`src/rtl/irqc_pkg.sv`:
```
package irqc_pkg;

    localparam int unsigned WIN_AW = 8;

    typedef enum logic [3:0] {
        SEL_PRIO,
        SEL_PEND,
        SEL_FALIAS,
        SEL_CLEAR,
        SEL_STATUS,
        SEL_BCAST,
        SEL_MASK,
        SEL_FORCE,
        SEL_EXT,
        SEL_NONE
    } reg_sel_e;

    function automatic reg_sel_e decode_addr(input logic [WIN_AW-1:0] a);
        reg_sel_e s;
        case (a)
            8'h00:   s = SEL_PRIO;
            8'h04:   s = SEL_PEND;
            8'h08:   s = SEL_FALIAS;
            8'h0C:   s = SEL_CLEAR;
            8'h10:   s = SEL_STATUS;
            8'h14:   s = SEL_BCAST;
            8'h40:   s = SEL_MASK;
            8'h80:   s = SEL_FORCE;
            8'hC0:   s = SEL_EXT;
            default: s = SEL_NONE;
        endcase
        return s;
    endfunction

endpackage

```
`src/rtl/irqc_edge.sv`:
```
module irqc_edge #(
    parameter int unsigned LINES = 16
) (
    input  logic             clk,
    input  logic             rst_n,
    input  logic [LINES-1:0] req,
    output logic [LINES-1:0] rise
);
    logic [LINES-1:0] prev_q;

    always_ff @(posedge clk) begin
        if (!rst_n) prev_q <= '0;
        else        prev_q <= req;
    end

    genvar g;
    generate
        for (g = 0; g < LINES; g++) begin : g_line
            if (g == 0) begin : g_none
                assign rise[g] = 1'b0;
            end else begin : g_det
                assign rise[g] = req[g] & ~prev_q[g];
            end
        end
    endgenerate
endmodule

```
`src/rtl/irqc_prio.sv`:
```
module irqc_prio #(
    parameter int unsigned LINES = 16,
    localparam int unsigned LW   = $clog2(LINES)
) (
    input  logic [LINES-1:0] pend,
    input  logic [LINES-1:0] frc,
    input  logic [LINES-1:0] msk,
    input  logic [LINES-1:0] prio,
    output logic [LW-1:0]    level
);
    logic [LINES-1:0] act;
    logic [LINES-1:0] grp_hi;
    logic [LINES-1:0] grp_lo;
    logic [LINES-1:0] chosen;

    genvar g;
    generate
        for (g = 0; g < LINES; g++) begin : g_act
            assign act[g]    = (pend[g] | frc[g]) & msk[g];
            assign grp_hi[g] = act[g] & prio[g];
            assign grp_lo[g] = act[g] & ~prio[g];
        end
    endgenerate

    assign chosen = (|grp_hi) ? grp_hi : grp_lo;

    always_comb begin
        level = '0;
        for (int i = 1; i < LINES; i++) begin
            if (chosen[i]) level = LW'(i);
        end
    end
endmodule

```
`src/rtl/irqc_regs.sv`:
```
module irqc_regs
    import irqc_pkg::*;
#(
    parameter int unsigned LINES  = 16,
    parameter int unsigned DATA_W = 32,
    parameter int unsigned EXT_W  = 4,
    localparam int unsigned LW    = $clog2(LINES)
) (
    input  logic              clk,
    input  logic              rst_n,
    input  logic [LINES-1:0]  rise,
    input  logic              ack_valid,
    input  logic [LW-1:0]     ack_num,
    input  logic              bus_we,
    input  logic [WIN_AW-1:0] bus_addr,
    input  logic [DATA_W-1:0] bus_wdata,
    output logic [DATA_W-1:0] bus_rdata,
    output logic [LINES-1:0]  pend_q,
    output logic [LINES-1:0]  frc_q,
    output logic [LINES-1:0]  msk_q,
    output logic [LINES-1:0]  prio_q
);
    localparam logic [LINES-1:0] LINE_KEEP = {{(LINES-1){1'b1}}, 1'b0};

    logic [LINES-1:0] bc_q;
    logic [EXT_W-1:0] ext_q;

    logic [LINES-1:0] pend_d, frc_d, msk_d, prio_d, bc_d;
    logic [EXT_W-1:0] ext_d;
    logic [LINES-1:0] wr_bits, wr_clr, ack_vec, frc_wr;
    reg_sel_e         wsel, rsel;

    assign wsel    = decode_addr(bus_addr);
    assign rsel    = wsel;
    assign wr_bits = bus_wdata[LINES-1:0] & LINE_KEEP;
    assign wr_clr  = bus_wdata[LINES +: LINES] & LINE_KEEP;
    assign ack_vec = ack_valid ? (LINES'(1) << ack_num) & LINE_KEEP : '0;

    always_comb begin
        pend_d = pend_q;
        frc_wr = frc_q;
        msk_d  = msk_q;
        prio_d = prio_q;
        bc_d   = bc_q;
        ext_d  = ext_q;
        if (bus_we) begin
            unique case (wsel)
                SEL_PRIO:   prio_d = wr_bits;
                SEL_FALIAS: frc_wr = wr_bits;
                SEL_CLEAR:  pend_d = pend_q & ~wr_bits;
                SEL_BCAST:  bc_d   = wr_bits;
                SEL_MASK:   msk_d  = wr_bits;
                SEL_FORCE:  frc_wr = (frc_q | wr_bits) & ~wr_clr;
                SEL_EXT:    ext_d  = bus_wdata[EXT_W-1:0];
                SEL_PEND, SEL_STATUS, SEL_NONE: ;
                default: ;
            endcase
        end
        pend_d = (pend_d | (rise & ~bc_q)) & ~ack_vec;
        frc_d  = (frc_wr | (rise & bc_q)) & ~ack_vec;
    end

    always_ff @(posedge clk) begin
        if (!rst_n) begin
            pend_q <= '0;
            frc_q  <= '0;
            msk_q  <= '0;
            prio_q <= '0;
            bc_q   <= '0;
            ext_q  <= '0;
        end else begin
            pend_q <= pend_d;
            frc_q  <= frc_d;
            msk_q  <= msk_d;
            prio_q <= prio_d;
            bc_q   <= bc_d;
            ext_q  <= ext_d;
        end
    end

    always_comb begin
        bus_rdata = '0;
        unique case (rsel)
            SEL_PRIO:              bus_rdata = DATA_W'(prio_q);
            SEL_PEND:              bus_rdata = DATA_W'(pend_q);
            SEL_FALIAS, SEL_FORCE: bus_rdata = DATA_W'(frc_q);
            SEL_BCAST:             bus_rdata = DATA_W'(bc_q);
            SEL_MASK:              bus_rdata = DATA_W'(msk_q);
            SEL_EXT:               bus_rdata = DATA_W'(ext_q);
            SEL_CLEAR, SEL_STATUS, SEL_NONE: bus_rdata = '0;
            default:               bus_rdata = '0;
        endcase
    end
endmodule

```
`src/rtl/irqc_top.sv`:
```
module irqc_top
    import irqc_pkg::*;
#(
    parameter int unsigned LINES  = 16,
    parameter int unsigned DATA_W = 32,
    parameter int unsigned EXT_W  = 4,
    localparam int unsigned LW    = $clog2(LINES)
) (
    input  logic              clk,
    input  logic              rst_n,
    input  logic [LINES-1:0]  irq_req,
    input  logic              ack_valid,
    input  logic [LW-1:0]     ack_num,
    input  logic              bus_we,
    input  logic [WIN_AW-1:0] bus_addr,
    input  logic [DATA_W-1:0] bus_wdata,
    output logic [DATA_W-1:0] bus_rdata,
    output logic [LW-1:0]     irq_level
);
    logic [LINES-1:0] rise_w;
    logic [LINES-1:0] pend_w, frc_w, msk_w, prio_w;

    irqc_edge #(.LINES(LINES)) u_edge (
        .clk  (clk),
        .rst_n(rst_n),
        .req  (irq_req),
        .rise (rise_w)
    );

    irqc_regs #(.LINES(LINES), .DATA_W(DATA_W), .EXT_W(EXT_W)) u_regs (
        .clk      (clk),
        .rst_n    (rst_n),
        .rise     (rise_w),
        .ack_valid(ack_valid),
        .ack_num  (ack_num),
        .bus_we   (bus_we),
        .bus_addr (bus_addr),
        .bus_wdata(bus_wdata),
        .bus_rdata(bus_rdata),
        .pend_q   (pend_w),
        .frc_q    (frc_w),
        .msk_q    (msk_w),
        .prio_q   (prio_w)
    );

    irqc_prio #(.LINES(LINES)) u_prio (
        .pend (pend_w),
        .frc  (frc_w),
        .msk  (msk_w),
        .prio (prio_w),
        .level(irq_level)
    );
endmodule

```
`config.mk`:
```
export PLATFORM = sky130hd
export DESIGN_NAME = irqc_top
export DESIGN_NICKNAME = d
export VERILOG_FILES = /design/src/rtl/irqc_pkg.sv /design/src/rtl/irqc_edge.sv /design/src/rtl/irqc_prio.sv /design/src/rtl/irqc_regs.sv /design/src/rtl/irqc_top.sv
export SDC_FILE = /design/constraint.sdc
export NUM_CORES = 1
export LEC_CHECK = 0
export BUFFER_PORTS_ARGS = -buffer_cell sky130_fd_sc_hd__buf_2
export CAP_MARGIN = 30
export CORE_MARGIN = 5
export CORE_UTILIZATION = 30
export CTS_CLUSTER_DIAMETER = 80
export DETAILED_ROUTE_END_ITERATION = 7
export SLEW_MARGIN = 20
export SYNTH_ARGS = -nofsm -noshare
export SYNTH_HDL_FRONTEND = slang
export SYNTH_HIERARCHICAL = 1
export SYNTH_SLANG_ARGS = --single-unit
export TNS_END_PERCENT = 50
```
`constraint.sdc`:
```
create_clock -name clk -period 3.5 [get_ports clk]
set_input_delay 0.7 -clock clk [delete_from_list [all_inputs] [get_ports clk]]
set_output_delay 0.7 -clock clk [all_outputs]
set_load 0.005 [all_outputs]
```
==> results.toml <==
[layout]
final_cell_mix = "dfxtp_1, nand2_1, buf_2, nand3_1, mux2i_1"
layout_commonest_cell = "dfxtp_1"
areaGrowthSynthToFinish_pct = 19.8
final-instance-count-excl-fill = 1077
fin_nets = 871
drive_above_1_share_pct = 20.3
antenna_cells = 0

[floorplanning]
io_pins = 100
fp.dieArea_um2 = 22300
die_h_um = 149
core_area_um2 = 19300
num_rows = 51
initial_core_util_pct = 30.2
dieWidth_um = 149

[critical_path]
cp_data_arrival_time_ns = 2.79
start_kind = "register"
crit_type = "reg2out"
worstPathRequired_ns = 2.80
cp_max_fo = 6
worstPathCellList = "o211ai_1 > nand4_1 > nor4_4 > buf_6 > buf_6 > o21ai_1 > o31ai_1 > a31o_1 > a211o_1 > buf_6"
crit_slowest_cell = "o31ai_1"
cpMostUsedCell = "buf_6"
critPathMaxStageDelay_ns = 0.38
endpoint_kind = "primary output"

[sta]
clock_skew_ns = 0.00780
worst_pin_slew_ns = 0.729
drv_slew = 0
final.period_utilization_pct = 99.6
rsz0062_at_grt = "yes"
max_freq_mhz = 287
tns_ns = 0
holdWs_ns = 0.462
setup_violations = 0
period_needed_ns = 3.49
relSlewSlack_pct = 50.9
hold_viol = 0

[routing]
ant_nets = 0
vias = 5770
viasPerCell = 5.36
drc_errors = 0
drt-wirelength-per-cell_um = 18.6
drt_iter0_drc = 574
wl_mm = 20.1
first_pass_iters = 7

[power_and_ir_drop]
peakVddDrop_mv = 0.227
power_density_nw_per_um2 = 355
p_leak_nw = 2.84
p_total_mw = 2.47

[synth]
synthArstFlopShare_pct = 0
ys_ff_latch = 95
seq_area_frac_synth_pct = 32.7
yosysWarnings = 6
yosys.area.top_type = "dfxtp_1"
synth_edf_count = 0
synth_cell_types = 62
netlist_instances = 726
synth_flop_cell = "dfxtp_1"
yosys-top-cells-area = "dfxtp_1, mux2i_1, nand2_1"
syn-cell-area_um2 = 5820
synth_top_area_share_pct = 32.7
avgSynthCellArea_um2 = 8.02

[global_route]
first_global_vias = 5339
grt_max_degree = 54
grt_pass1_wl_mm = 30.4
gr-usage-all-layers_pct = 17.6
antenna_found_initial = 1
gr-total-overflow = 0

[placement]
place_congestion = 0.906
dpl.cell_count = 1049
hpwl_mm = 14.2
port_buffers = 81

[status]
status = "finished, final reports clean"

[clock_network]
ctsRootBufferMaster = "clkbuf_16"
cts_buffer_depth = 2
postCtsHoldBufs = 0
cts_made_buffers = 9
cts.sinks = 95
h-tree-depth = 3
cts.clk_slew.worst_paths_ns = 0.07
cts_tree = "done"
clock_latency_ns = 0.36

[hold_path]
hp-class = "reg2reg"

[run]
drv_cap = 0
flip-flops by register name (all words and copies together), names as in the netlist:
register and cells:
u_regs/msk_q 15, u_edge/prev_q 15, u_regs/pend_q 16, u_regs/prio_q 15
u_regs/ext_q 4, u_regs/frc_q 15, u_regs/bc_q 15
report_power, final:
part           internal [mW]  switching [mW]
combinational         0.0960           0.167
sequential              1.11          0.0235
clock                  0.629           0.454
cell type report:
class                      count  area [µm²]
fill                        2039       12300
multi-input combinational    552        3580
sequential                    95        1910
timing repair buffer         116         714
tap                          265         332
clock buffer                   9         225
inverter                      33         124
clock inverter                 7        96.3
final timing paths:
path / startpoint / endpoint / slack, ns / cells past startpoint
worst max-delay path: u_regs/pend_q[10] / irq_level[0] / 0.01 / 10
worst min-delay path: u_regs/ext_q[3] / u_regs/ext_q[3] / 0.46 / 2
worst max register to register: u_regs/frc_q[5] / u_regs/frc_q[5] / 2.42 / 3
worst min register to register: u_regs/ext_q[3] / u_regs/ext_q[3] / 0.46 / 2
metal layers:
metal	part of all wire, %	vias up	wire length, µm	track usage, %
li1	-	2746	-	-
met1	45	2682	9090	24.2
met2	42	283	8450	26.3
met3	7.9	57	1590	3.43
met4	4.7	2	945	9.06
met5	0.065	-	13	0
cells by family (layout without fill, tap and decap cells):
logic type             after synthesis  count (layout)  synth area share (%)
buffers and inverters               97             165                  8.34
AO/OA/AOI/OAI                      217             217                  25.9
AND/OR/NAND/NOR                    263             263                  24.0
flip-flops                          95              95                  32.7
other                                2              20                 0.129
multiplexers                        49              49                  8.51
XOR/XNOR                             3               3                 0.451
stage by stage:
stage | setup WS, ns | util, % | cell area, µm²
6_report | 0.0125 | 36.2 | 6980
5_1_grt | -0.0196 | 36.2 | 6980
4_1_cts | 0.0271 | 35.4 | 6810
3_5_place_dp | 0.277 | 33.7 | 6490
3_3_place_gp | 0.270 | 33.6 | 6480
2_1_floorplan | 0.522 | - | 5890
worst max-delay path, delay by kind of cell (launching register included):
| family | cells | cell delay [ns] |
|---|---|---|
| DFF | 1 | 0.35 |
| and+or+nand+nor | 2 | 0.56 |
| AOI/OAI and AO/OA | 5 | 1.09 |
| buffers and inverters | 3 | 0.43 |
Yosys cell counts, drive strengths merged (3+ instances only):
| library cell | count |
|---|---|
| mux2i | 45 |
| o221ai | 13 |
| a211o | 16 |
| nor2b | 45 |
| mux2 | 4 |
| a2111o | 12 |
| o21ai | 48 |
| inv | 33 |
| or4 | 3 |
| nand2b | 19 |
| or2 | 4 |
| clkbuf | 30 |
| buf | 34 |
| nand2 | 88 |
| nor4b | 3 |
| a21boi | 19 |
| dfxtp | 95 |
| o211ai | 15 |
| and2 | 28 |
| nand3 | 46 |
| a21oi | 41 |
| a31oi | 31 |
| a221o | 3 |
| nor3b | 3 |
| nand4 | 7 |
| nor2 | 6 |
| nor3 | 3 |
repair_timing:
action                                  4_1_cts  5_1_grt
gates resized for setup                       1       21
buffers inserted                              0       12
pin swaps                                     0        9
endpoints found under the setup margin        2        2
hold endpoints to repair                      0        0
Note: power is estimated with default switching activity, not from simulation.
